<file path="config.mk">
export PLATFORM = sky130hd
export DESIGN_NAME = dbg_cause_arb
export DESIGN_NICKNAME = d
export VERILOG_FILES = /design/src/rtl/dbg_arb_pkg.sv /design/src/rtl/dbg_icount.sv /design/src/rtl/dbg_prio.sv /design/src/rtl/dbg_cause_arb.sv
export SDC_FILE = /design/constraint.sdc
export NUM_CORES = 1
export LEC_CHECK = 0
export BUFFER_PORTS_ARGS = -buffer_cell sky130_fd_sc_hd__buf_2
export CAP_MARGIN = 10
export CORE_UTILIZATION = 45
export DETAILED_ROUTE_END_ITERATION = 10
export GPL_TIMING_DRIVEN = 1
export PLACE_DENSITY = 0.85
export SKIP_LAST_GASP = 1
export SYNTH_ARGS = -nofsm -noshare
export SYNTH_HDL_FRONTEND = slang
export SYNTH_SLANG_ARGS = --single-unit
</file>
<file path="constraint.sdc">
create_clock -name clk -period 2.75 [get_ports clk]
set_clock_uncertainty 0.2 [all_clocks]
set_input_delay 0.1375 -clock clk [delete_from_list [all_inputs] [get_ports clk]]
set_output_delay 0.1375 -clock clk [all_outputs]
set_load 0.005 [all_outputs]
</file>
<file path="src/rtl/dbg_arb_pkg.sv">
package dbg_arb_pkg;
    localparam int NCAUSE   = 5;
    // bit positions of the one-hot cause, lowest index = highest priority
    localparam int C_ICNT   = 0;
    localparam int C_IBRK   = 1;
    localparam int C_DBRK   = 2;
    localparam int C_WIDE   = 3;
    localparam int C_NARROW = 4;
    localparam int BLK_BIT  = 4;
endpackage

</file>
<file path="src/rtl/dbg_icount.sv">
module dbg_icount #(
    parameter int CNT_W = 32,
    parameter int LVL_W = 4
) (
    input  logic             clk,
    input  logic             rst_n,
    input  logic             retire_i,
    input  logic [LVL_W-1:0] cur_lvl_i,
    input  logic             cnt_wr_i,
    input  logic [CNT_W-1:0] cnt_wdata_i,
    input  logic             lvl_wr_i,
    input  logic [LVL_W-1:0] lvl_wdata_i,
    input  logic             taken_i,
    output logic             fire_o
);
    localparam logic [CNT_W-1:0] ALL_ONES = {CNT_W{1'b1}};

    typedef struct packed {
        logic [CNT_W-1:0] cnt;
        logic [LVL_W-1:0] lvl;
    } cnt_st_t;

    cnt_st_t st_d, st_q;
    logic    elig;

    always_comb begin
        st_d   = st_q;
        elig   = retire_i && (cur_lvl_i < st_q.lvl);
        fire_o = elig && (st_q.cnt == ALL_ONES);
        if (cnt_wr_i) begin
            st_d.cnt = cnt_wdata_i;
        end else if (elig && !taken_i) begin
            st_d.cnt = st_q.cnt + 1'b1;
        end
        if (lvl_wr_i) begin
            st_d.lvl = lvl_wdata_i;
        end
    end

    always_ff @(posedge clk) begin
        if (!rst_n) begin
            st_q <= '0;
        end else begin
            st_q <= st_d;
        end
    end


    lvl_zero_quiet_chk: assert property (@(posedge clk) disable iff (!rst_n)
        (st_q.lvl == '0) |-> !fire_o);

    hold_on_trap_chk: assert property (@(posedge clk) disable iff (!rst_n)
        (fire_o && taken_i && !cnt_wr_i) |=> (st_q.cnt == $past(st_q.cnt)));

    step_chk: assert property (@(posedge clk) disable iff (!rst_n)
        (retire_i && (cur_lvl_i < st_q.lvl) && !taken_i && !cnt_wr_i)
        |=> (st_q.cnt == $past(st_q.cnt) + 1'b1));
endmodule

</file>
<file path="src/rtl/dbg_prio.sv">
module dbg_prio #(
    parameter int N = 5
) (
    input  logic [N-1:0] req_i,
    output logic [N-1:0] grant_o
);
    always_comb begin
        grant_o = '0;
        for (int i = N - 1; i >= 0; i--) begin
            if (req_i[i]) begin
                grant_o    = '0;
                grant_o[i] = 1'b1;
            end
        end
    end


    always_comb begin
        grant_onehot_chk: assert (((grant_o & ~req_i) == '0) && $onehot0(grant_o)
                                  && ((req_i == '0) || (grant_o != '0)));
    end
endmodule

</file>
<file path="src/rtl/dbg_cause_arb.sv">
module dbg_cause_arb
    import dbg_arb_pkg::*;
#(
    parameter int PC_W  = 32,
    parameter int CNT_W = 32,
    parameter int LVL_W = 4
) (
    input  logic               clk,
    input  logic               rst_n,
    input  logic               retire_i,
    input  logic [PC_W-1:0]    pc_i,
    input  logic               wide_brk_i,
    input  logic               narrow_brk_i,
    input  logic [PC_W-1:0]    ib_addr_i,
    input  logic               ib_en_i,
    input  logic               dbrk_hit_i,
    input  logic [LVL_W-1:0]   cur_lvl_i,
    input  logic [LVL_W-1:0]   dbg_lvl_i,
    input  logic               cnt_wr_i,
    input  logic [CNT_W-1:0]   cnt_wdata_i,
    input  logic               clvl_wr_i,
    input  logic [LVL_W-1:0]   clvl_wdata_i,
    input  logic               ps_clr_i,
    output logic               take_o,
    output logic [PC_W-1:0]    epc_o,
    output logic [NCAUSE-1:0]  cause_o,
    output logic [LVL_W:0]     ps_low_o
);
    localparam int PS_W = LVL_W + 1;

    typedef struct packed {
        logic              take;
        logic [PC_W-1:0]   epc;
        logic [NCAUSE-1:0] cause;
        logic [PS_W-1:0]   ps;
    } arb_st_t;

    arb_st_t           st_d, st_q;
    logic [NCAUSE-1:0] req, grant;
    logic              icnt_fire, ib_hit, gate_open, take_now;

    dbg_icount #(.CNT_W(CNT_W), .LVL_W(LVL_W)) u_icnt (
        .clk        (clk),
        .rst_n      (rst_n),
        .retire_i   (retire_i),
        .cur_lvl_i  (cur_lvl_i),
        .cnt_wr_i   (cnt_wr_i),
        .cnt_wdata_i(cnt_wdata_i),
        .lvl_wr_i   (clvl_wr_i),
        .lvl_wdata_i(clvl_wdata_i),
        .taken_i    (take_now),
        .fire_o     (icnt_fire)
    );

    dbg_prio #(.N(NCAUSE)) u_prio (
        .req_i  (req),
        .grant_o(grant)
    );

    always_comb begin
        ib_hit          = retire_i && ib_en_i && (pc_i == ib_addr_i);
        req             = '0;
        req[C_ICNT]     = icnt_fire;
        req[C_IBRK]     = ib_hit;
        req[C_DBRK]     = retire_i && dbrk_hit_i;
        req[C_WIDE]     = retire_i && wide_brk_i;
        req[C_NARROW]   = retire_i && narrow_brk_i;
        gate_open       = (cur_lvl_i < dbg_lvl_i) && !st_q.ps[BLK_BIT];
        take_now        = gate_open && (req != '0);

        st_d      = st_q;
        st_d.take = take_now;
        if (take_now) begin
            st_d.epc   = pc_i;
            st_d.cause = grant;
            st_d.ps    = {1'b1, dbg_lvl_i};
        end else if (ps_clr_i) begin
            st_d.ps[BLK_BIT] = 1'b0;
        end
    end

    always_ff @(posedge clk) begin
        if (!rst_n) begin
            st_q <= '0;
        end else begin
            st_q <= st_d;
        end
    end

    assign take_o   = st_q.take;
    assign epc_o    = st_q.epc;
    assign cause_o  = st_q.cause;
    assign ps_low_o = st_q.ps;


    cause_onehot_chk: assert property (@(posedge clk) disable iff (!rst_n)
        take_o |-> ($countones(cause_o) == 1));

    level_gate_chk: assert property (@(posedge clk) disable iff (!rst_n)
        take_o |-> ($past(cur_lvl_i) < $past(dbg_lvl_i)));

    epc_capture_chk: assert property (@(posedge clk) disable iff (!rst_n)
        take_o |-> (epc_o == $past(pc_i)) && $past(retire_i));

    ps_set_chk: assert property (@(posedge clk) disable iff (!rst_n)
        take_o |-> (ps_low_o == {1'b1, $past(dbg_lvl_i)}));

    blocked_chk: assert property (@(posedge clk) disable iff (!rst_n)
        ps_low_o[BLK_BIT] |=> !take_o);

    ibrk_win_chk: assert property (@(posedge clk) disable iff (!rst_n)
        (gate_open && ib_hit && !icnt_fire) |=> (cause_o == 5'h02));
endmodule

</file>
==> results_dict.tcl <==
set metrics [dict create \
    worstSetupPathType "flop to flop" \
    io_pins 161 \
    layout.cells.most_common_list "sky130_fd_sc_hd__buf_2 (157), sky130_fd_sc_hd__dlygate4sd3_1 (78), sky130_fd_sc_hd__dfxtp_1 (74)" \
    filler_cells 655 \
    area_of_the_multi_input_gates_um2 2650 \
    netlist_instances 546 \
    synth_seq_cells 79 \
    routed-via-count 5772 \
    netlist-cell-type-count 45 \
    netSwitchingFraction_pct 28.3 \
    cts_htree_levels 3 \
    hold_viol 0 \
    power_per_cell_area_nw_per_um2 448 \
    power_share_of_the_combinational_group_pct 21.0 \
    antenna-diode-count 0 \
    seq_area_frac_synth_pct 36.1 \
    cap_violations 0 \
    place_hpwl_mm 9.98 \
    timing.reg2reg.worst_path_depth 9 \
    worstPathArrival_ns 2.80 \
    drv_slew 0 \
    initial_antenna_violation_count 0 \
    max-vdd-ir-drop_uv 244 \
    synthesis.area_um2 4380 \
    power_frac_seq_pct 42.9 \
    grt_setup_unrepaired "true" \
    routedWlPerCell_um 19.0 \
    number_of_nets_produced_by_synthesis 671 \
    relSlewSlack_pct 48.4 \
    most_common_cell_after_layout_fill_and_taps_aside "sky130_fd_sc_hd__buf_2" \
    die_w_um 101 \
    grt_overflow 0 \
    worst_slew_pin_slew_ns 0.773 \
    cts-buffers-inserted 9 \
    worstSetupStartpointType "flop" \
    clk_path_buf_depth 2 \
    run_status "complete, but fails checks" \
    finalInstanceArea_um2 6650 \
    relative_area_change_from_synthesis_to_final_layout_pct 51.8 \
    setup_violations 2 \
    start_util_pct 47.0 \
    detailedRoute.firstIterationViolations 571 \
    post-place-ws_ns -0.00829 \
    layout_min_cycle_time_ns 2.79 \
    cts_sinks 79 \
    die_area_um2 10100 \
    dpl_cell_area_um2 5400 \
    clock.fmax_mhz 358 \
    placeableCoreArea_um2 9330 \
    postSynth.asyncResetShare_pct 0 \
    grt_max_degree 61 \
    regArea_um2 1590 \
    clkTransAtPathRegs_ns 0.09 \
    critical_path.max_fanout 15 \
    clock_power_share_pct 36.1 \
    yosys_warnings 0 \
    synth_area_per_cell_um2 8.03 \
    chipHeight_um 101 \
    via_count_of_the_first_global_routing_pass 5168 \
    worst_ep_required_time_ns 2.76 \
    clock_insertion_delay_worst_skew_ns 0.35 \
    synth-edff-count 0 \
    routed_wl_mm 17.4 \
    p_switching_mw 0.844 \
    cellLeakagePower_nw 2.64 \
    clk_root_buffer_cell "sky130_fd_sc_hd__clkbuf_8" \
    nets 908 \
    global_route_wire_length_before_repair_mm 24.4 \
    cell_internal_pwr_mw 2.13 \
    number_of_optimization_iterations_in_the_first_detailed_route_pass 8 \
    min_delay_path_depth 3 \
    floorplan.rows 35 \
    drive_above_1_share_pct 29.2 \
    post-layout-total-power_mw 2.98 \
    global_route.usage.total_pct 30.3 \
    globalplace.congestion 0.913 \
    postSynth.topFlopCell "sky130_fd_sc_hd__dfxtp_1" \
    vias_per_cell 6.29 \
    min_path_type "input pin to flop" \
    critical_path_capture_point_type "flop" \
    final.period_utilization_pct 101 \
    drt_drc_violations_left 0 \
    antenna_violating_nets_post_route 0 \
    finalWorstSetupSlack_ns -0.0397 \
    violations "setup timing" \
    placement.io_buffers 160 \
    tritoncts "yes" \
]
==> worst max-delay path, stage by stage (launching register included) <==
cell,delay [ns]
sky130_fd_sc_hd__dfxtp_1,0.39
sky130_fd_sc_hd__and4_4,0.26
sky130_fd_sc_hd__nand4_1,0.13
sky130_fd_sc_hd__or4_4,0.52
sky130_fd_sc_hd__a2111o_1,0.36
sky130_fd_sc_hd__a21boi_4,0.21
sky130_fd_sc_hd__buf_12,0.17
sky130_fd_sc_hd__clkbuf_16,0.18
sky130_fd_sc_hd__or3_1,0.14
sky130_fd_sc_hd__a31oi_1,0.10
==> power by group through the flow <==
stage,registers (mW),clock network [mW],logic (mW)
floorplan,1.29,0,0.255
global placement,1.29,0,0.476
detailed placement,1.29,0,0.493
CTS,1.27,1.07,0.584
global route,1.28,1.11,0.674
finish,1.28,1.07,0.626
==> registers in the layout (all words and copies together) (netlist names) <==
register / flops
cause_o: 5
u_icnt.st_q: 36
epc_o: 32
ps_low_o: 5
take_o: 1
==> logic make-up after synthesis <==
kind of cell | count (synthesis) | synth area share, %
buffers and inverters | 55 | 5.45
multiplexers | 4 | 0.914
flip-flops | 79 | 36.1
AND/OR/NAND/NOR | 183 | 23.8
AO/OA/AOI/OAI | 186 | 25.4
adder cells (fa/ha/maj) | 7 | 2.00
XOR/XNOR | 32 | 6.40
==> synthesized netlist by cell type (5+ instances only) <==
master | instances | area share [%]
sky130_fd_sc_hd__nand2_1 | 13 | 1.1
sky130_fd_sc_hd__nor2_1 | 14 | 1.2
sky130_fd_sc_hd__a21oi_1 | 43 | 4.9
sky130_fd_sc_hd__a211oi_1 | 6 | 1.0
sky130_fd_sc_hd__nor4_1 | 13 | 1.9
sky130_fd_sc_hd__buf_1 | 5 | 0.43
sky130_fd_sc_hd__a21o_1 | 6 | 1.0
sky130_fd_sc_hd__xor2_1 | 16 | 3.2
sky130_fd_sc_hd__nand4_1 | 22 | 3.1
sky130_fd_sc_hd__dfxtp_1 | 79 | 36
sky130_fd_sc_hd__o31ai_1 | 16 | 2.7
sky130_fd_sc_hd__nor2b_1 | 9 | 1.3
sky130_fd_sc_hd__ha_1 | 7 | 2.0
sky130_fd_sc_hd__xnor2_1 | 16 | 3.2
sky130_fd_sc_hd__a31oi_1 | 21 | 3.0
sky130_fd_sc_hd__nor3_1 | 8 | 0.91
sky130_fd_sc_hd__or4_1 | 21 | 3.6
sky130_fd_sc_hd__o21ai_0 | 74 | 8.5
sky130_fd_sc_hd__inv_1 | 6 | 0.51
sky130_fd_sc_hd__nand3_1 | 58 | 6.6
sky130_fd_sc_hd__clkbuf_1 | 35 | 3.0
==> final timing paths <==
check / from / to / slack, ns
max: u_icnt.st_q[25] / u_icnt.st_q[4] / -0.04
min: cnt_wdata_i[11] / u_icnt.st_q[15] / 0.04
max reg2reg: u_icnt.st_q[25] / u_icnt.st_q[4] / -0.04
min reg2reg: cause_o[1] / cause_o[1] / 0.27
==> layout make-up <==
class	count	area share (%)
clock buffers	10	1.92
clock inverters	6	1.73
inverters	8	0.451
multi-input cells	413	39.9
flip-flops and latches	79	23.9
well taps	129	2.43
repair buffers	272	29.7
==> stage by stage <==
stage / utilization [%] / instances / hold slack (ns) / setup TNS, ns
after floorplan: - / 546 / 0.0633 / 0
after global placement: 57.9 / 816 / 0.178 / 0
after detailed placement: 57.9 / 816 / 0.184 / -0.00829
after CTS: 69.0 / 911 / 0.00403 / 0
after global routing: 71.3 / 917 / 0.0478 / -3.32
final: 71.3 / 917 / 0.0439 / -0.0601
==> routing by layer <==
metal | GRT usage [%] | wire (um)
met1 | 37.5 | 6460
met2 | 49.1 | 8140
met3 | 5.96 | 1850
met4 | 17.4 | 974
met5 | 0 | 0
==> repair_timing <==
| action | CTS | global route |
|---|---|---|
| gates cloned | 0 | 6 |
| buffers inserted | 0 | 3 |
| resized for setup | 1 | 20 |
| hold endpoints to repair | 75 | 0 |
| hold buffers | 79 | 0 |
| setup endpoints to repair | 2 | 72 |
| pin swaps | 0 | 8 |
No activity file was read; power rests on OpenSTA's default activity.
